<file path="config.mk">
export PLATFORM = sky130hd
export DESIGN_NAME = gpio_bitbang_port
export DESIGN_NICKNAME = d
export VERILOG_FILES = /design/src/rtl/gpio_bitbang_port.sv
export SDC_FILE = /design/constraint.sdc
export NUM_CORES = 1
export LEC_CHECK = 0
export BUFFER_PORTS_ARGS = -buffer_cell sky130_fd_sc_hd__buf_2
export CORE_MARGIN = 2
export CORE_UTILIZATION = 45
export DETAILED_ROUTE_END_ITERATION = 10
export GPL_ROUTABILITY_DRIVEN = 0
export PLACE_DENSITY = 0.7
export SETUP_SLACK_MARGIN = 0.02
export SLEW_MARGIN = 30
export SYNTH_ARGS = -nofsm -noshare
export SYNTH_HDL_FRONTEND = slang
export SYNTH_SLANG_ARGS = --single-unit
</file>
<file path="constraint.sdc">
create_clock -name clk -period 5.2 [get_ports clk]
set_clock_uncertainty 0.15 [all_clocks]
set_input_delay 0.26 -clock clk [delete_from_list [all_inputs] [get_ports clk]]
set_output_delay 0.26 -clock clk [all_outputs]
set_load 0.02 [all_outputs]
</file>
<file path="src/rtl/gpio_bitbang_port.sv">
module gpio_bitbang_port #(
  parameter int SPAN_BYTES = 92,
  parameter int ADDR_W     = 7,
  parameter int DATA_W     = 32
) (
  input  logic              clk,
  input  logic              rst_n,
  input  logic              bus_wr,
  input  logic [ADDR_W-1:0] bus_addr,
  input  logic [DATA_W-1:0] bus_wdata,
  output logic [DATA_W-1:0] bus_rdata,
  input  logic              nand_ready_i,
  input  logic              sens_sdo_i,
  output logic              nand_ale_o,
  output logic              nand_cle_o,
  output logic              nand_ce_o,
  output logic              sens_clk_o,
  output logic              sens_sdi_o,
  output logic              sens_edge_o
);

  localparam int NREGS = SPAN_BYTES / 4;
  localparam int IDX_W = ADDR_W - 2;

  localparam logic [IDX_W-1:0] LIMIT = IDX_W'(NREGS);
  localparam logic [IDX_W-1:0] A_OUT = IDX_W'(0);
  localparam logic [IDX_W-1:0] A_IN  = IDX_W'(1);
  localparam logic [IDX_W-1:0] A_OE  = IDX_W'(2);
  localparam logic [IDX_W-1:0] D_OUT = IDX_W'(16);
  localparam logic [IDX_W-1:0] D_IN  = IDX_W'(17);
  localparam logic [IDX_W-1:0] D_OE  = IDX_W'(18);

  localparam int ALE_BIT  = 6;
  localparam int CLE_BIT  = 5;
  localparam int CE_BIT   = 4;
  localparam int RDY_BIT  = 7;
  localparam int SCLK_BIT = 1;
  localparam int SDAT_BIT = 4;
  localparam int SDO_BIT  = 4;

  logic [DATA_W-1:0] regs [NREGS];
  logic              edge_q;

  wire [IDX_W-1:0] idx      = bus_addr[ADDR_W-1:2];
  wire             in_range = idx < LIMIT;
  wire             is_view  = (idx == A_IN) || (idx == D_IN);
  wire             wr_ok    = bus_wr && in_range && !is_view;
  wire             unused_addr_lo = &{1'b0, bus_addr[1:0]};

  always_ff @(posedge clk) begin
    if (!rst_n) begin
      for (int i = 0; i < NREGS; i++) regs[i] <= '0;
      edge_q <= 1'b0;
    end else begin
      edge_q <= wr_ok && (idx == D_OUT) &&
                (bus_wdata[SCLK_BIT] != regs[D_OUT][SCLK_BIT]);
      if (wr_ok) regs[idx] <= bus_wdata;
    end
  end

  always_comb begin
    bus_rdata = '0;
    if (in_range) begin
      unique case (idx)
        A_IN: begin
          bus_rdata = regs[A_OUT] & regs[A_OE];
          bus_rdata[RDY_BIT] = bus_rdata[RDY_BIT] | nand_ready_i;
        end
        D_IN: begin
          bus_rdata = regs[D_OUT] & regs[D_OE];
          bus_rdata[SDO_BIT] = bus_rdata[SDO_BIT] | sens_sdo_i;
        end
        default: bus_rdata = regs[idx];
      endcase
    end
  end

  assign nand_ale_o  = regs[A_OUT][ALE_BIT];
  assign nand_cle_o  = regs[A_OUT][CLE_BIT];
  assign nand_ce_o   = regs[A_OUT][CE_BIT];
  assign sens_clk_o  = regs[D_OUT][SCLK_BIT];
  assign sens_sdi_o  = regs[D_OUT][SDAT_BIT];
  assign sens_edge_o = edge_q;

  assert_ale_follows_write_R5: assert property (@(posedge clk) disable iff (!rst_n)
    (bus_wr && idx == A_OUT) |=> (nand_ale_o == $past(bus_wdata[ALE_BIT])));

  assert_strobes_hold_R8: assert property (@(posedge clk) disable iff (!rst_n)
    !(bus_wr && idx == A_OUT) |=> $stable({nand_ale_o, nand_cle_o, nand_ce_o}));

  assert_edge_means_toggle_R7: assert property (@(posedge clk) disable iff (!rst_n)
    sens_edge_o |-> (sens_clk_o != $past(sens_clk_o)));

  assert_no_edge_without_write_R7: assert property (@(posedge clk) disable iff (!rst_n)
    !(bus_wr && idx == D_OUT) |=> !sens_edge_o);

  assert_clk_hold_R6: assert property (@(posedge clk) disable iff (!rst_n)
    !(bus_wr && idx == D_OUT) |=> $stable({sens_clk_o, sens_sdi_o}));

  assert_out_of_range_zero_R2: assert property (@(posedge clk) disable iff (!rst_n)
    !in_range |-> (bus_rdata == '0));

endmodule

</file>
==> flow_summary.ini, run 1 <==
[run_status]
status = finished, final reports clean

[yosys]
ys_seq_elements = 769
yosys_warnings = 0
synth_top_flop_cell = edfxtp_1
synth_area_leaders = edfxtp_1 (65%), and2_1 (8.5%), mux4_2 (5.0%)
netlist_instances = 2428
synth_cell_types = 52
syn-cell-area_sq_mm = 0.03540
ys_seq_area_frac = 0.6521
synth.largest_area_cell = edfxtp_1
yosys.cell_count.top_type = edfxtp_1
synth_top_area_share = 0.6515
synthTopCellsByCount = edfxtp_1 (768), and2_1 (480), and3_1 (214)
async_flop_share = 0
avgSynthCellArea_sq_um = 14.58
synth_edf_count = 768

[placed_design]
dpl_cell_area_sq_mm = 0.03740
dpl_worst_slack_ns = 1.343
dp_hpwl_um = 58330
portBuffers = 79

[sta]
fmax_mhz = 262.7
period_share = 0.7321
worst_pin_slew_ns = 1.038
rsz0062_at_grt = no
hold-worst-slack_ns = 0.1681
setup_viol = 0
hold_viol = 0
relSlewSlack = 0.3055
setup_tns_ns = 0
fin_ws_ns = 1.393
drv_slew = 0
period_needed_ns = 3.807

[cells_and_area]
layout-drive-gt1-share = 0.2005
nets = 2587
final_area_sq_mm = 0.04017
fillCellCount = 6321
area_growth_pct = 13.47

[global_routing]
grt_max_degree = 193
grt_usage = 0.2535
grt-ovfl-total = 0
grt_antenna_before_repair = 7
grt_pass1_vias = 22441
grt_pass1_wl_um = 149700

[power]
p_per_area_mw_per_mm2 = 346.7
combPwrFrac = 0.086
irDropWorstVdd_v = 0.0002289
seqPwrFrac = 0.523
internal_power_uw = 10720
totalPowerFinal_uw = 13930
clkPwrFrac = 0.391
p_sw_frac = 0.2302
power.switching_uw = 3206
power.leakage_uw = 0.01476

[worst_setup_path]
crit_chain = buf_2 -> buf_4 -> nor3_1 -> a31oi_1 -> o21ai_4 -> buf_4 -> or3b_2 -> o211ai_1 -> buf_2
cp_slowest_cell = buf_2
crit_arrival_ns = 3.40
path_delay_family = buffers and inverters
path_max_fanout = 23
critPathCaptureType = output pin
path_buf_inv = 4
crit_type = in2out
critPathMaxStageDelay_ns = 0.66
start_kind = input port
worstPathRequired_ns = 4.79

[cts]
cts-root-buf = clkbuf_16
cts_buffers = 80
path_clk_slew_ns = 0.06
hold_buffers = 32
insertion_delay_ns = 0.62
cts_buffer_depth = 3
clkSinkCount = 769
htree_levels = 3
cts_tree = built
cts_resized = 0
cts_setup_buffers = 0

[job]
cap_viol_max_count = 0

[drt]
wl_um = 103400
antenna_left = 0
wl_per_cell_um = 28.43
dr.pass1.iters = 5
vias_per_cell = 6.109
drtIter0Drc = 2717
route.detailed.drc = 0
routed-via-count = 22217

[die]
start_util = 0.4555
io_pins = 82
core_area_sq_mm = 0.07772
die_y_um = 284.5
die_area_sq_mm = 0.08092
dieWidth_um = 284.5
row_count = 102

[min_path]
min_path_type = in2reg
-- power groups by stage --
stage,logic [uW],registers (uW),clock network [uW]
2_1_floorplan,726,7380,0
4_1_cts,1180,7270,5500
3_3_place_gp,1130,7380,0
6_report,1200,7280,5450
5_1_grt,1260,7300,5740
3_5_place_dp,1160,7400,0
-- registers in the layout (all words and copies together) (netlist names) --
register,cells
sens_edge_o,1
regs,768
-- layout make-up --
cell class | instances | area, sq um | share of cell area
sequential | 769 | 23080 | 0.5747
antenna | 4 | 10.01 | 0.0002492
inverter | 4 | 15.01 | 0.0003738
clock buffer | 99 | 2095 | 0.05215
clock inverter | 33 | 309.0 | 0.007694
tap | 1040 | 1301 | 0.03240
timing repair buffer | 193 | 1535 | 0.03822
multi-input combinational | 1495 | 11820 | 0.2942
-- logic make-up after synthesis --
family,Yosys count,share of synthesized area
AND/OR/NAND/NOR,830,0.1444
buffers and inverters,259,0.03312
XOR/XNOR,1,0.0002475
AO/OA/AOI/OAI,285,0.05825
other,1,0.0001059
flip-flops,769,0.6521
multiplexers,283,0.1118
-- placed cells by master (no fill, tap or decap), drive strengths merged, types with 3 or more instances in the layout --
cell         synthesis  final
edfxtp             768    768
and2               480    480
and3               214    214
buf                 70    161
mux2               109    109
clkbuf             185     99
conb                 1     96
mux2i               95     95
mux4                79     79
o22ai               58     58
a211oi              48     48
a31oi               45     45
o21ai               41     41
nor3                36     36
dlygate4sd3          0     32
a221oi              30     30
a22o                29     29
nor2b               28     28
clkinv               0     26
nor2                21     21
nand3               16     16
nand2               12     12
nand2b              11     11
o211ai               7      7
a21oi                6      6
bufinv               0      6
inv                  4      5
diode                0      4
a32oi                4      4
a22oi                4      4
o32ai                4      4
or2                  4      4
a311oi               3      3
a2111oi              3      3
-- through the flow --
| stage | std cells | utilization |
|---|---|---|
| after global routing | 3633 | 0.5167 |
| after floorplan | 2523 | - |
| after CTS | 3632 | 0.5163 |
| final | 3637 | 0.5168 |
| after global placement | 3464 | 0.4800 |
| after detailed placement | 3468 | 0.4813 |
-- final timing paths --
kind	from	endpoint	slack, ns	cells after the start
max	bus_addr[5]	bus_rdata[13]	1.39	9
min	bus_wr	sens_edge_o	0.17	5
max reg2reg	regs[16][1]	sens_edge_o	4.09	2
min reg2reg	regs[16][1]	sens_edge_o	0.66	2
-- tightest hold or removal path: stages --
cell and delay, ns:
buf_2 0.15, nand2_1 0.15, nor3b_4 0.09, nand2_1 0.17, nor2_1 0.07
-- metal layers --
| layer | GRT usage | wire length [um] |
|---|---|---|
| met5 | 0 | 18 |
| met4 | 0.1126 | 4362 |
| met3 | 0.04270 | 9917 |
| met2 | 0.4106 | 49550 |
| met1 | 0.3374 | 39550 |
(Power assumes the default switching activity.)
==> run 2: changes to the inputs <==
==> constraint.sdc (replaced) <==
create_clock -name clk -period 3.6 [get_ports clk]
set_clock_uncertainty 0.15 [all_clocks]
set_input_delay 0.18 -clock clk [delete_from_list [all_inputs] [get_ports clk]]
set_output_delay 0.18 -clock clk [all_outputs]
set_load 0.02 [all_outputs]
==> run 2 against run 1 <==
Compared with the run above: first-iteration DRC count grew 0.66%; via count rose by 0.32%; hold slack got worse by 0.032 ns; critical path type unchanged.
==> flow_summary.ini, run 2 (synthesis results as in run 1) <==
[run_status]
status = finished, final reports clean

[drt]
route.detailed.drc = 0
wl_per_cell_um = 27.35
wl_um = 101200
dr.pass1.iters = 5
vias_per_cell = 6.025
drtIter0Drc = 2735
routed-via-count = 22288
antenna_left = 0

[power]
clkPwrFrac = 0.395
seqPwrFrac = 0.518
p_sw_frac = 0.2298
combPwrFrac = 0.087
power.leakage_uw = 0.01512
p_per_area_mw_per_mm2 = 497.6
power.switching_uw = 4665
internal_power_uw = 15630
irDropWorstVdd_v = 0.0004337

[cts]
clkSinkCount = 769
htree_levels = 3
hold_buffers = 32
cts-root-buf = clkbuf_16
cts_buffer_depth = 3
cts_buffers = 80
path_clk_slew_ns = 0.06
cts_resized = 0
insertion_delay_ns = 0.63
cts_setup_buffers = 0
cts_tree = built

[worst_setup_path]
critPathCaptureType = output pin
crit_arrival_ns = 2.54
path_max_fanout = 38
start_kind = input port
r2r_slack_ns = 2.57
worstRegToRegCells = 2
r2r_end = sens_edge_o
r2r-start = regs[16][1]
worstPathRequired_ns = 3.27
crit_type = in2out

[sta]
fin_ws_ns = 0.7286
fmax_mhz = 348.3
setup_tns_ns = 0
period_share = 0.7976
relSlewSlack = 0.3497
period_needed_ns = 2.871
setup_viol = 0
worst_pin_slew_ns = 0.9744
hold_viol = 0
rsz0062_at_grt = no
hold-worst-slack_ns = 0.1360
drv_slew = 0

[global_routing]
grt_pass1_vias = 22385
met2_usage = 0.3993
top_usage_layer = met2
grt-ovfl-total = 0
grt_usage = 0.2481
use_met1 = 0.3280
grt_pass1_wl_um = 147000
use_met3 = 0.04751
grt_antenna_before_repair = 5
grt_max_degree = 133

[min_path]
min_path_type = in2reg
worstHoldStart = bus_wr
holdPathStages = 5
hold_path_end = sens_edge_o

[die]
die_y_um = 284.5
die_area_sq_mm = 0.08092
start_util = 0.4555
row_count = 102
core_area_sq_mm = 0.07772
io_pins = 82
dieWidth_um = 284.5

[cells_and_area]
largest_register = regs
nets = 2643
layout-drive-gt1-share = 0.2201
final_area_sq_mm = 0.04079
most-common-layout-cells = edfxtp_1 (768), and2_1 (480), and3_1 (214)
final_util = 0.5248
largest_reg_flops = 768
mostFrequentLayoutCell = edfxtp_1
area_growth_pct = 15.23

[placed_design]
dp_hpwl_um = 60750
dpl_cell_area_sq_mm = 0.03795
portBuffers = 79
dpl_worst_slack_ns = 0.5956

[job]
cap_viol_max_count = 0
[run 2: cell count changes in the layout (fill, tap and decap cells not counted), sizes merged]
cell / change
buf: +56
clkinv: +7
diode: -3
inv: +2
clkbuf: -1
clkinvlp: +1
[run 2: power by group through the flow]
stage / logic [uW] / registers [uW] / clock network (uW)
floorplan: 1050 / 10600 / 0
global placement: 1690 / 10700 / 0
detailed placement: 1720 / 10700 / 0
CTS: 1760 / 10500 / 8100
global route: 1860 / 10500 / 8450
finish: 1770 / 10500 / 8020
[run 2: worst max-delay path, stage by stage]
cell	delay, ns
buf_6	0.37
buf_4	0.45
mux4_2	0.57
a22o_1	0.27
a21oi_1	0.12
o211ai_1	0.24
buf_2	0.26
[run 2: layer usage]
| layer | wire length [um] | part of all wire | vias up |
|---|---|---|---|
| li1 | - | - | 9469 |
| met1 | 38520 | 0.38 | 11312 |
| met2 | 48400 | 0.48 | 1267 |
| met3 | 9982 | 0.099 | 240 |
| met4 | 4269 | 0.042 | 0 |
| met5 | 0 | 0 | - |
[run 2: metrics by stage]
step,std cells,total power (uW)
floorplan,2523,11700
global placement,3523,12340
detailed placement,3525,12410
CTS,3698,20360
global route,3698,20850
finish,3699,20300
[run 2: worst max path at each step]
stage                startpoint             to  slack, ns  cells after the start
detailed placement  bus_addr[2]     regs[3][5]       0.60                      8
finish              bus_addr[2]  bus_rdata[13]       0.73                      7
global placement    bus_addr[2]     regs[3][6]       0.66                      8
CTS                 bus_addr[2]  bus_rdata[13]       0.73                      7
floorplan           bus_addr[3]     regs[0][0]      -0.31                      7
global route        bus_addr[2]  bus_rdata[13]       0.62                      7
[run 2: layout make-up]
| cell class | instances | area [sq um] |
|---|---|---|
| fillers | 6267 | 36930 |
| flip-flops and latches | 769 | 23080 |
| multi-input cells | 1495 | 11830 |
| clock buffers | 98 | 2133 |
| repair buffers | 249 | 2058 |
| well taps | 1040 | 1301 |
| clock inverters | 43 | 372.9 |
| inverters | 4 | 15.01 |
| diodes | 1 | 2.502 |
